**src/rtl/spi_cmd_pkg.sv**
```systemverilog
package spi_cmd_pkg;
  localparam int OP_W    = 4;
  localparam int ARG_W   = 12;
  localparam int FRAME_W = OP_W + ARG_W;
  localparam int MODE_W  = 8;

  typedef struct packed {
    logic [OP_W-1:0]  op;
    logic [ARG_W-1:0] arg;
  } cmd_word_t;
endpackage

```
**src/rtl/spi_cmd_sync.sv**
```systemverilog
module spi_cmd_sync #(
  parameter int W      = 3,
  parameter int STAGES = 2,
  parameter logic [W-1:0] RST_VAL = '0
) (
  input  logic         clk,
  input  logic         rst,
  input  logic [W-1:0] din,
  output logic [W-1:0] dout
);
  logic [W-1:0] chain [STAGES];

  for (genvar s = 0; s < STAGES; s++) begin : g_stage
    always_ff @(posedge clk) begin
      if (rst) chain[s] <= RST_VAL;
      else if (s == 0) chain[s] <= din;
      else chain[s] <= chain[(s > 0) ? s-1 : 0];
    end
  end

  assign dout = chain[STAGES-1];
endmodule

```
**src/rtl/spi_cmd_shift.sv**
```systemverilog
module spi_cmd_shift #(
  parameter int FRAME_W = 16
) (
  input  logic               clk,
  input  logic               rst,
  input  logic               sck_s,
  input  logic               mosi_s,
  input  logic               csn_s,
  output logic               frame_vld,
  output logic [FRAME_W-1:0] frame_word
);
  localparam int CNT_W = $clog2(FRAME_W + 2);
  localparam logic [CNT_W-1:0] CNT_FULL = CNT_W'(FRAME_W);
  localparam logic [CNT_W-1:0] CNT_OVER = CNT_W'(FRAME_W + 1);

  logic               sck_d, csn_d;
  logic               sck_rise, csn_fall, csn_rise;
  logic [CNT_W-1:0]   bit_cnt;
  logic [FRAME_W-1:0] shreg;

  assign sck_rise = sck_s & ~sck_d;
  assign csn_fall = ~csn_s & csn_d;
  assign csn_rise = csn_s & ~csn_d;

  always_ff @(posedge clk) begin
    if (rst) begin
      sck_d      <= 1'b0;
      csn_d      <= 1'b1;
      bit_cnt    <= CNT_OVER;
      shreg      <= '0;
      frame_vld  <= 1'b0;
      frame_word <= '0;
    end else begin
      sck_d     <= sck_s;
      csn_d     <= csn_s;
      frame_vld <= 1'b0;
      if (csn_fall) begin
        bit_cnt <= '0;
      end else if (!csn_s && sck_rise) begin
        shreg <= {shreg[FRAME_W-2:0], mosi_s};
        if (bit_cnt != CNT_OVER) bit_cnt <= bit_cnt + 1'b1;
      end
      if (csn_rise && bit_cnt == CNT_FULL) begin
        frame_vld  <= 1'b1;
        frame_word <= shreg;
      end
    end
  end


  vld_pulse_chk: assert property (@(posedge clk) disable iff (rst)
    frame_vld |=> !frame_vld);


  vld_after_release_chk: assert property (@(posedge clk) disable iff (rst)
    frame_vld |-> csn_s);
endmodule

```
**src/rtl/spi_cmd_dec.sv**
```systemverilog
module spi_cmd_dec #(
  parameter int OP_W   = 4,
  parameter int ARG_W  = 12,
  parameter int MODE_W = 8,
  parameter logic [OP_W-1:0] CFG_OP = 4'h1
) (
  input  logic              clk,
  input  logic              rst,
  input  logic              vld,
  input  logic [OP_W-1:0]   op,
  input  logic [ARG_W-1:0]  arg,
  output logic [MODE_W-1:0] mode_q,
  output logic              cmd_stb
);
  logic is_cfg;
  assign is_cfg = (op == CFG_OP);

  always_ff @(posedge clk) begin
    if (rst) begin
      mode_q  <= '0;
      cmd_stb <= 1'b0;
    end else begin
      cmd_stb <= vld & ~is_cfg;
      if (vld && is_cfg) mode_q <= arg[MODE_W-1:0];
    end
  end


  cfg_write_chk: assert property (@(posedge clk) disable iff (rst)
    (vld && op == CFG_OP) |=> mode_q == $past(arg[MODE_W-1:0]));


  stb_src_chk: assert property (@(posedge clk) disable iff (rst)
    cmd_stb |-> ($past(vld) && $past(op) != CFG_OP));


  mode_keep_chk: assert property (@(posedge clk) disable iff (rst)
    !vld |=> $stable(mode_q));
endmodule

```
**src/rtl/spi_cmd_rx.sv**
```systemverilog
module spi_cmd_rx
  import spi_cmd_pkg::*;
#(
  parameter logic [OP_W-1:0] CFG_OP  = 4'h1,
  parameter int              SYNC_ST = 2
) (
  input  logic              clk,
  input  logic              rst,
  input  logic              sck,
  input  logic              mosi,
  input  logic              cs_n,
  output logic [MODE_W-1:0] mode_q,
  output logic              frame_vld,
  output logic [OP_W-1:0]   frame_op,
  output logic [ARG_W-1:0]  frame_arg,
  output logic              cmd_stb
);
  logic [2:0] raw_in, sync_out;
  logic [FRAME_W-1:0] word;
  cmd_word_t cw;

  assign raw_in = {cs_n, mosi, sck};

  spi_cmd_sync #(.W(3), .STAGES(SYNC_ST), .RST_VAL(3'b100)) u_sync (
    .clk(clk), .rst(rst), .din(raw_in), .dout(sync_out)
  );

  spi_cmd_shift #(.FRAME_W(FRAME_W)) u_shift (
    .clk(clk), .rst(rst),
    .sck_s(sync_out[0]), .mosi_s(sync_out[1]), .csn_s(sync_out[2]),
    .frame_vld(frame_vld), .frame_word(word)
  );

  assign cw        = cmd_word_t'(word);
  assign frame_op  = cw.op;
  assign frame_arg = cw.arg;

  spi_cmd_dec #(.OP_W(OP_W), .ARG_W(ARG_W), .MODE_W(MODE_W), .CFG_OP(CFG_OP)) u_dec (
    .clk(clk), .rst(rst), .vld(frame_vld), .op(frame_op), .arg(frame_arg),
    .mode_q(mode_q), .cmd_stb(cmd_stb)
  );
endmodule

```
**config.mk**
```make
export PLATFORM = sky130hd
export DESIGN_NAME = spi_cmd_rx
export DESIGN_NICKNAME = d
export VERILOG_FILES = /design/src/rtl/spi_cmd_pkg.sv /design/src/rtl/spi_cmd_sync.sv /design/src/rtl/spi_cmd_shift.sv /design/src/rtl/spi_cmd_dec.sv /design/src/rtl/spi_cmd_rx.sv
export SDC_FILE = /design/constraint.sdc
export NUM_CORES = 1
export LEC_CHECK = 0
export ABC_AREA = 1
export BUFFER_PORTS_ARGS = -buffer_cell sky130_fd_sc_hd__buf_2
export CORE_MARGIN = 5
export CORE_UTILIZATION = 55
export DETAILED_ROUTE_END_ITERATION = 7
export GPL_TIMING_DRIVEN = 0
export PLACE_DENSITY = 0.77
export SLEW_MARGIN = 30
export SYNTH_ARGS = -nofsm -noshare
export SYNTH_HDL_FRONTEND = slang
export SYNTH_SLANG_ARGS = --single-unit
```
**constraint.sdc**
```tcl
create_clock -name clk -period 2.63 [get_ports clk]
set_input_delay 0.526 -clock clk [delete_from_list [all_inputs] [get_ports clk]]
set_output_delay 0.526 -clock clk [all_outputs]
set_load 0.005 [all_outputs]
```
==> results.py <==
metrics = {
    "timing": {
        "fin_ws_ns": 1.198,
        "slew_headroom_pct": 54.53,
        "hold_viol_final": 0,
        "rsz0062_at_grt": "false",
        "finClkSkew_ns": 0.008866,
        "worst_pin_slew_ns": 0.6821,
        "fin_tns_setup_ns": 0,
        "maxSlewViolCount": 0,
        "setup_viol": 0,
        "max_freq_mhz": 698.1,
        "min_period_over_period_pct": 54.47,
        "post-route-min-period_ns": 1.432,
    },
    "clock_tree": {
        "cts_tree": "built",
        "numCtsBuffers": 5,
        "h-tree-depth": 2,
        "cts_hold_buf": 0,
        "clk_pin_slew_ns": 0.09,
        "clockBufferDepth": 2,
        "cts_root_buffer": "clkbuf_8",
        "clkSinkCount": 55,
        "post_cts_buffers": 0,
        "clock_latency_ns": 0.30,
        "cts_resized": 0,
    },
    "die": {
        "io_pins": 31,
        "die_area_mm2": 0.005572,
        "die_x_um": 74.65,
        "core_area_mm2": 0.004029,
        "start_util_pct": 57.05,
        "std_cell_rows": 23,
        "fp.dieH_um": 74.65,
    },
    "yosys": {
        "avgSynthCellArea_um2": 8.238,
        "synth_top_cell_by_area": "dfxtp_1",
        "synth_nets": 287,
        "ys_top_cells_by_area": "dfxtp_1, nor2_1, nand2_1",
        "seq_area_frac_synth_pct": 47.90,
        "synth.most_common_cell": "nor2_1",
        "synth_edf_count": 0,
        "ys_ff_latch": 55,
        "synth_top_area_share_pct": 47.90,
        "synth.cell_area_mm2": 0.002298,
        "synthCells": 279,
        "synth_warnings": 0,
        "synth.distinct_cells": 29,
        "yosys-top-cells-count": "nor2_1, dfxtp_1, nand2_1",
        "synth_flop_cell": "dfxtp_1",
        "synthArstFlopShare_pct": 0,
    },
    "global_routing": {
        "grt-ovfl-total": 0,
        "track_usage_pct": 17.97,
        "grt_pass1_wl_um": 7672,
        "grt_pass1_vias": 1701,
        "grt_max_degree": 17,
        "grt_antenna_before_repair": 0,
    },
    "final_layout": {
        "n_antenna_cell": 0,
        "synthToLayoutAreaGrowth_pct": 14.15,
        "fin_nets": 323,
        "drive_above_1_share_pct": 29.43,
    },
    "pwr": {
        "internal_power_w": 0.001162,
        "ir_drop_uv": 338.3,
        "p_sw_w": 0.0002936,
        "seq_power_share_pct": 58.0,
        "comb_power_share_pct": 3.1,
        "p_per_area_mw_per_mm2": 554.8,
        "leakage_nw": 1.239,
        "clkPwrFrac_pct": 38.9,
        "p_sw_share_pct": 20.17,
    },
    "detailed_routing": {
        "firstDrtPassIters": 4,
        "ant_nets": 0,
        "drt_iter0_drc": 92,
        "wl_per_cell_um": 12.35,
        "via_per_inst": 4.926,
        "route.detailed.drc": 0,
        "num_vias": 1803,
        "routed_wl_um": 4520,
    },
    "placed_design": {
        "routabilityCongestion": 0.8039,
        "dp_hpwl_um": 3279,
        "port-buffer-count": 29,
        "place_ws_ns": 1.119,
    },
    "hold_path": {
        "hp-class": "input pin to register",
    },
    "setup_path": {
        "crit_type": "register to register",
        "critPathCaptureType": "register",
        "crit_fanout": 10,
        "cp-start-kind": "register",
        "cp.arrival_ns": 1.60,
        "cp.required_ns": 2.80,
    },
    "status": {
        "outcome": "complete, no violations",
    },
    "run": {
        "maxCapViolations": 0,
    },
}
-- state kept, by name, indices dropped and copies added (netlist names) --
name                flops
u_dec.mode_q            8
u_shift.frame_word     16
u_shift.sck_d           1
u_sync.chain            6
u_shift.csn_d           1
u_dec.cmd_stb           1
u_shift.bit_cnt         5
u_shift.shreg          16
u_shift.frame_vld       1
-- placed cells by master, fill, tap and decap left out, drive strengths merged, types with 7 or more instances in the layout --
cell type  count
nor2          66
a21oi         18
nand3         22
buf           40
nand2         53
clkbuf         7
inv           25
o21ai         17
dfxtp         55
-- metal layers --
metal  track usage (%)  wire length, µm  vias to the layer above
met5                 0                0                        -
li1                  -                -                      945
met4             7.115               47                        0
met1             22.96             2111                      824
met2             29.17             2196                       32
met3             4.539              165                        2
-- worst paths after layout --
path                                    startpoint               endpoint  slack (ns)  cells after the start
worst max-delay path            u_shift.bit_cnt[0]  u_shift.frame_word[0]        1.20                      8
worst min register to register  u_sync.chain[0][1]     u_sync.chain[1][1]        0.42                      2
worst min-delay path                          cs_n     u_sync.chain[0][2]        0.42                      2
worst max register to register  u_shift.bit_cnt[0]  u_shift.frame_word[0]        1.20                      8
-- cell type report --
class	count	area (µm²)
clock buffer	6	82.58
timing repair buffer	29	145.1
clock inverter	2	35.03
multi-input combinational	187	1003
sequential	55	1101
tap	50	62.56
fill	345	1405
buffer	12	100.1
inverter	25	93.84
-- per-stage QoR --
stage / util, % / hold slack (ns) / power (W) / cell area (µm²) / std cells
floorplan: - / 0.3883 / 0.0008970 / 2298 / 279
global placement: 62.21 / 0.3938 / 0.0009080 / 2506 / 358
detailed placement: 62.21 / 0.3997 / 0.0009095 / 2506 / 358
CTS: 65.12 / 0.4007 / 0.001476 / 2624 / 366
global route: 65.12 / 0.4028 / 0.001517 / 2624 / 366
finish: 65.12 / 0.4156 / 0.001456 / 2624 / 366
-- power by group through the flow --
stage / Sequential [W] / Clock [W] / Combinational (W)
2_1_floorplan: 0.000863 / 0 / 0.0000338
5_1_grt: 0.000846 / 0.000621 / 0.0000499
4_1_cts: 0.000845 / 0.000586 / 0.0000453
3_3_place_gp: 0.000864 / 0 / 0.0000438
6_report: 0.000845 / 0.000566 / 0.0000447
3_5_place_dp: 0.000864 / 0 / 0.0000451
-- critical path: stages, from the launching register on --
cell,delay (ns)
dfxtp_1,0.37
inv_1,0.10
ha_1,0.19
nand2_4,0.07
nor2_8,0.16
nand2_4,0.11
buf_6,0.18
nand2_2,0.06
a21oi_2,0.04
-- cells by family after synthesis --
group / share of synthesized area, %
DFF: 47.90
AOI/OAI and AO/OA: 9.853
and+or+nand+nor: 31.79
adders and majority gates: 1.633
xor gates and xnor gates: 0.3811
buffers and inverters: 8.437
Power figures use the tool's default switching activity.
